===== config.mk =====
export PLATFORM = sky130hd
export DESIGN_NAME = fifo_dma_pacer
export DESIGN_NICKNAME = d
export VERILOG_FILES = /design/src/rtl/fdp_pkg.sv /design/src/rtl/fdp_sync.sv /design/src/rtl/fdp_gate.sv /design/src/rtl/fdp_counter.sv /design/src/rtl/fifo_dma_pacer.sv
export SDC_FILE = /design/constraint.sdc
export NUM_CORES = 1
export LEC_CHECK = 0
export ABC_AREA = 1
export BUFFER_PORTS_ARGS = -buffer_cell sky130_fd_sc_hd__buf_4
export CAP_MARGIN = 15
export CORE_ASPECT_RATIO = 0.9
export CORE_MARGIN = 8
export CORE_UTILIZATION = 58
export DETAILED_ROUTE_END_ITERATION = 12
export HOLD_SLACK_MARGIN = 0.12
export MAX_ROUTING_LAYER = met4
export PLACE_DENSITY = 0.86
export SYNTH_ARGS = -nofsm -noshare
export SYNTH_HDL_FRONTEND = slang
export SYNTH_SLANG_ARGS = --single-unit

===== constraint.sdc =====
create_clock -name clk -period 4.1 [get_ports clk]
set_input_delay 0.205 -clock clk [delete_from_list [all_inputs] [get_ports clk]]
set_output_delay 0.205 -clock clk [all_outputs]
set_load 0.005 [all_outputs]

===== src/rtl/fdp_pkg.sv =====
package fdp_pkg;
  typedef enum logic {
    GATE_HOLD = 1'b0,
    GATE_RUN  = 1'b1
  } gate_e;

  typedef struct packed {
    logic ack;
    logic rd;
    logic wr;
  } strobes_t;
endpackage


===== src/rtl/fdp_sync.sv =====
module fdp_sync #(
  parameter int STAGES = 2
) (
  input  logic clk,
  input  logic rst,
  input  logic d_async,
  output logic q_sync
);
  logic [STAGES-1:0] chain;

  genvar i;
  generate
    for (i = 0; i < STAGES; i++) begin : g_stage
      if (i == 0) begin : g_first
        always_ff @(posedge clk) begin
          if (rst) chain[0] <= 1'b0;
          else     chain[0] <= d_async;
        end
      end else begin : g_rest
        always_ff @(posedge clk) begin
          if (rst) chain[i] <= 1'b0;
          else     chain[i] <= chain[i-1];
        end
      end
    end
  endgenerate

  assign q_sync = chain[STAGES-1];
endmodule


===== src/rtl/fdp_gate.sv =====
module fdp_gate
  import fdp_pkg::*;
(
  input  logic     clk,
  input  logic     rst,
  input  logic     enable,
  input  logic     request,
  input  logic     has_data,
  output strobes_t stb,
  output gate_e    state
);
  gate_e    nxt;
  strobes_t stb_q;

  always_comb begin
    nxt = (enable && request && has_data) ? GATE_RUN : GATE_HOLD;
  end

  always_ff @(posedge clk) begin
    if (rst) begin
      state <= GATE_HOLD;
      stb_q <= '0;
    end else begin
      state     <= nxt;
      stb_q.ack <= (nxt == GATE_RUN);
      stb_q.rd  <= (nxt == GATE_RUN);
      stb_q.wr  <= (nxt == GATE_RUN);
    end
  end

  assign stb = stb_q;
endmodule


===== src/rtl/fdp_counter.sv =====
module fdp_counter #(
  parameter int WIDTH = 32
) (
  input  logic             clk,
  input  logic             rst,
  input  logic             clear,
  input  logic             bump,
  output logic [WIDTH-1:0] value
);
  localparam logic [WIDTH-1:0] ONE = {{(WIDTH-1){1'b0}}, 1'b1};

  always_ff @(posedge clk) begin
    if (rst || clear) value <= '0;
    else if (bump)    value <= value + ONE;
  end
endmodule


===== src/rtl/fifo_dma_pacer.sv =====
module fifo_dma_pacer
  import fdp_pkg::*;
#(
  parameter int CNT_W       = 32,
  parameter int SYNC_STAGES = 2
) (
  input  logic             clk,
  input  logic             rst,
  input  logic             dev_req,
  input  logic             fifo_empty_n,
  input  logic             xfer_en,
  input  logic             cnt_clr,
  output logic             dma_ack,
  output logic             fifo_rd,
  output logic             dev_wr,
  output logic [CNT_W-1:0] word_count
);
  logic     have_data;
  strobes_t stb;
  gate_e    gate_state;

  fdp_sync #(.STAGES(SYNC_STAGES)) u_sync (
    .clk     (clk),
    .rst     (rst),
    .d_async (fifo_empty_n),
    .q_sync  (have_data)
  );

  fdp_gate u_gate (
    .clk      (clk),
    .rst      (rst),
    .enable   (xfer_en),
    .request  (dev_req),
    .has_data (have_data),
    .stb      (stb),
    .state    (gate_state)
  );

  fdp_counter #(.WIDTH(CNT_W)) u_cnt (
    .clk   (clk),
    .rst   (rst),
    .clear (cnt_clr),
    .bump  (stb.rd),
    .value (word_count)
  );

  assign dma_ack = stb.ack;
  assign fifo_rd = stb.rd;
  assign dev_wr  = stb.wr;
endmodule


======== After elaboration in Yosys (flattened, before gate mapping) ========
Cells that the tools add are included.
storage, ports and cells
  output and inout port bits .............. 35
  word-level logic and storage cells ...... 9
  bits in registers ....................... 35
  bits of input ports ..................... 6
cells by class
  muxes and demuxes ....................... 1
  add/subtract/negate cells ............... 1
  reduce and logical (&&, ||, !) cells .... 3
operators with widths
  cell                                           number
  adder 32 x 1 -> 32 bit, second input constant  1
  logical AND 1 bit                              2
  logical OR 1 bit                               1
  two-way mux 1 bit                              1

======== Longest topological paths before layout ========
  depth in word-level cells ............... 3
  gate-level depth with buffers ........... 9

======== Cells and area by module ========
From an unflattened synthesis, not the netlist that was laid out.
unflattened totals
  cells, all modules ...................... 290
  area total of the unflattened synthesis .. 1913.1 um2
modules (own cells, without submodules)
  module       area an instance (um2)  instances  seq. area each (um2)  cells an instance
  fdp_counter  1798.0                  1          640.6                 276
  fdp_gate     60.1                    1          20.0                  8
  fdp_sync     55.1                    1          40.0                  6

======== Least setup slack after synthesis ========
OpenSTA, ideal clock, no wires.
  path type ............................... register to register
  start ................................... reg u_cnt.value[0]
  end ..................................... reg u_cnt.value[10]
  path buffers ............................ 0
  setup time .............................. 113 ps
  data required time ...................... 3987 ps
  data arrival time ....................... 1272 ps
  clock period less this slack ............ 1385 ps
  cell stages (with the launch flop) ...... 9
  path slack .............................. 2715 ps
  path through ............................ dfxtp_1 -> ha_1 -> nand2_2 -> nor2_4 -> nand3b_4 -> nor2_4 -> inv_1 -> o21ai_1 -> nor2_1
between the ends
  cells in the longest elaborated chain, start to end .. 1
ends and longest elaborated chain
  item                    line               text
  start, declared         fdp_counter.sv:8   output logic [WIDTH-1:0] value
  start signal, assigned  fdp_counter.sv:14  else if (bump) value <= value + ONE;
  adder 32 x 1 -> 32 bit  fdp_counter.sv:14
No other way between the ends.
A chain may end at the register's enable or synchronous reset.

======== Final worst setup path ========
  start ................................... reg u_cnt.value[0]
  end ..................................... reg u_cnt.value[24]
Same word-level chain as after synthesis.

==> out/metrics.yaml <==
setup_path:
  crit_path_max_incr_delay_ps: 440
  reg2reg_depth: 8
  cp_cell_sequence: "ha_1 > nand2_2 > nor2_4 > nand3b_4 > nor2_4 > nand3_1 > nand2_1 > nor2_1"
  start_kind: "register"
  end_kind: "register"
  worstSetupPathDepth: 8
  r2r_start: "u_cnt.value[0]"
  crit_family: "simple AND/OR/NAND/NOR gates"
  crit_type: "reg2reg"
  r2r_setup_slack_ps: 2540
  path_common_cell: "nor2_4"
  crit_path_top_delay_cell: "dfxtp_1"
  cp_max_fo: 6
  cp.arrival_ps: 1810
  cp-endpoint: "u_cnt.value[24]"
  cp.required_ps: 4350
  worstReg2RegEnd: "u_cnt.value[24]"
  startpoint: "u_cnt.value[0]"
  path_buf_inv: 0
placement:
  place_congestion: 0.8543
  pre_cts_slack_ps: 2574
  place_inst: 361
  hpwl_um: 3390
  port_buffers: 40
timing:
  finalSetupViolations: 0
  finClkSkew_ps: 19.18
  slew_headroom_pct: 76.68
  timing.fmax_ghz: 0.6419
  finalWorstSetupSlack_ps: 2542
  rsz0062_at_grt: "false"
  finalMaxSlewViolations: 0
  fin_tns_setup_ps: 0
  max_slew.worst_pin.slew_ps: 348.4
  period_share_pct: 38.00
  period_minus_slack_ps: 1558
  hold_viol_final: 0
drt:
  drt-initial-drc-count: 159
  routed_wl_um: 4524
  avgViaCountPerCell: 5.064
  drtPass1Iterations: 4
  drc_errors: 0
  via_count: 1889
  ant_nets: 0
  routedWlPerCell_um: 12.13
die:
  num_rows: 19
  die_w_um: 75.84
  fp.dieArea_mm2: 0.005298
  start_util_pct: 60.95
  core_area_mm2: 0.003067
  dieHeight_um: 69.86
  pin_count: 41
power:
  leakagePower_nw: 1.019
  ir_worst_vdd_mv: 0.3164
  total_power_w: 0.0006172
  power_density_mw_per_mm2: 266.2
cts:
  cts_buffers: 5
  root_buffer: "clkbuf_4"
  cts_buffer_depth: 2
  htreeDepth: 2
  clk_latency_ps: 360
  clk_pin_slew_ps: 130
  cts_sinks: 35
  cts_tree: "yes"
global_routing:
  grt_pass1_wl_um: 7355
  track_usage_pct: 17.94
  grt_overflow_total: 0
  grt_pass1_vias: 1701
  grt_max_degree: 28
  antenna_found_initial: 0
logic_synthesis:
  yosys.area.top_type: "dfxtp_1"
  yosys.area_share.simple_pct: 44.85
  syn_avg_cell_area_um2: 6.605
  ys_async_sr_fraction_pct: 0
  ys_seq_elements: 35
  synth-compound-area-share_pct: 6.961
  syn_area_mm2: 0.001869
  synth_cell_type_count: 25
  synth_top_area_share_pct: 37.48
  synthTopCellsByCount: "68 x nand2_1, 59 x nor2_1, 38 x inv_1, 35 x dfxtp_1, 20 x nand3_1"
  synthCells: 283
  synth_top_family_by_area: "simple AND/OR/NAND/NOR gates"
  synthAdderAreaFrac_pct: 0.6693
  muxShareOfSynthArea_pct: 0
  syn_nets: 290
  synth-main-ff-cell: "dfxtp_1"
  seq_area_frac_synth_pct: 37.48
  synth_edf_count: 0
  synth_xor_area_share_pct: 0.4685
  synth.top_cells.by_area: "dfxtp_1 37%, nand2_1 14%, nor2_1 12%, inv_1 7.6%, nand3_1 5.4%"
  yosys_warnings: 0
  synth_most_common_cell: "nand2_1"
finish:
  fin_util_pct: 75.60
  layout-drive-gt1-share_pct: 19.94
  layout.nets: 337
  area_delta_synth_final_pct: 24.03
  final_cells: 373
  n_antenna_cell: 0
min_path:
  holdPathStages: 5
  hold_class: "in2reg"
run:
  cap_violations: 0
outcome:
  outcome: "completed"
## stage by stage
step	cell area, um^2	hold slack (ps)
floorplan	1869	276.2
global placement	2197	391.3
detailed placement	2197	393.1
CTS	2318	314.1
global route	2318	332.2
finish	2318	326.1
## state kept, by name, indices dropped and copies added, names as in the netlist
register and cells:
u_sync.chain 1, u_cnt.value 32, u_gate.stb 1, u_sync.q_sync 1
## cells by family after synthesis
kind of cell	Yosys count
AOI/OAI and AO/OA	25
adders and majority gates	1
DFF	35
buffers and inverters	44
and+or+nand+nor	177
xor gates and xnor gates	1
## where the power goes
group          switching (W)  internal [W]   total, W
registers        0.000000612      0.000341   0.000342
logic             0.00000976    0.00000899  0.0000188
clock network       0.000128      0.000128   0.000257
## tightest hold or removal path, cell delays in order
cell and delay (ps):
buf_4 80, nor2_1 30, buf_4 220, nand2_1 100, nor2_1 30
## routing by layer
layer / vias up / track usage, % / routed length (um)
met3: 7 / 4.850 / 309
met5: - / - / 0
met1: 835 / 21.67 / 2097
li1: 984 / - / -
met2: 63 / 27.28 / 2047
met4: 0 / 7.036 / 70
## layout make-up
type / instances / area [um^2]
Sequential cell: 35 / 700.7
Inverter: 39 / 146.4
Timing Repair Buffer: 45 / 347.8
Clock inverter: 3 / 43.79
Tap cell: 42 / 52.55
Fill cell: 261 / 748.2
Multi-Input combinational cell: 204 / 989.7
Clock buffer: 5 / 37.54
## what timing repair did
item | 4_1_cts | 5_1_grt
endpoints found under the hold margin | 3 | 0
setup endpoints to repair | 0 | 0
gates resized for setup | 0 | 0
buffers inserted | 0 | 0
hold buffers | 4 | 0
## worst min path at each step
stage                    startpoint         endpoint  slack (ps)
global route                cnt_clr  u_cnt.value[14]         330
CTS                         cnt_clr  u_cnt.value[20]         310
finish                      cnt_clr  u_cnt.value[20]         330
detailed placement              rst  u_sync.chain[0]         390
floorplan                       rst  u_sync.chain[0]         280
global placement    u_sync.chain[0]    u_sync.q_sync         390
## cell usage in the layout (no fill, tap or decap)
master         count
inv_2              1
nand2_1           68
inv_1             38
and2_1             1
buf_4             41
nor2_1            59
ha_1               1
nor2_2             1
o21ai_0            6
xnor2_1            1
o21ai_1            1
clkinv_2           1
dlygate4sd3_1      4
nand3_1           20
clkbuf_4           5
dfxtp_1           35
nand3b_4           1
clkinv_4           1
nand4_1           11
nor2_8             1
a21o_1             1
nand2_4            2
a21oi_1           16
bufinv_16          1
a211oi_1           1
nand2_2            3
nand3_2            1
nor2_4             7
nor3_1             2
Power figures use the tool's default switching activity.
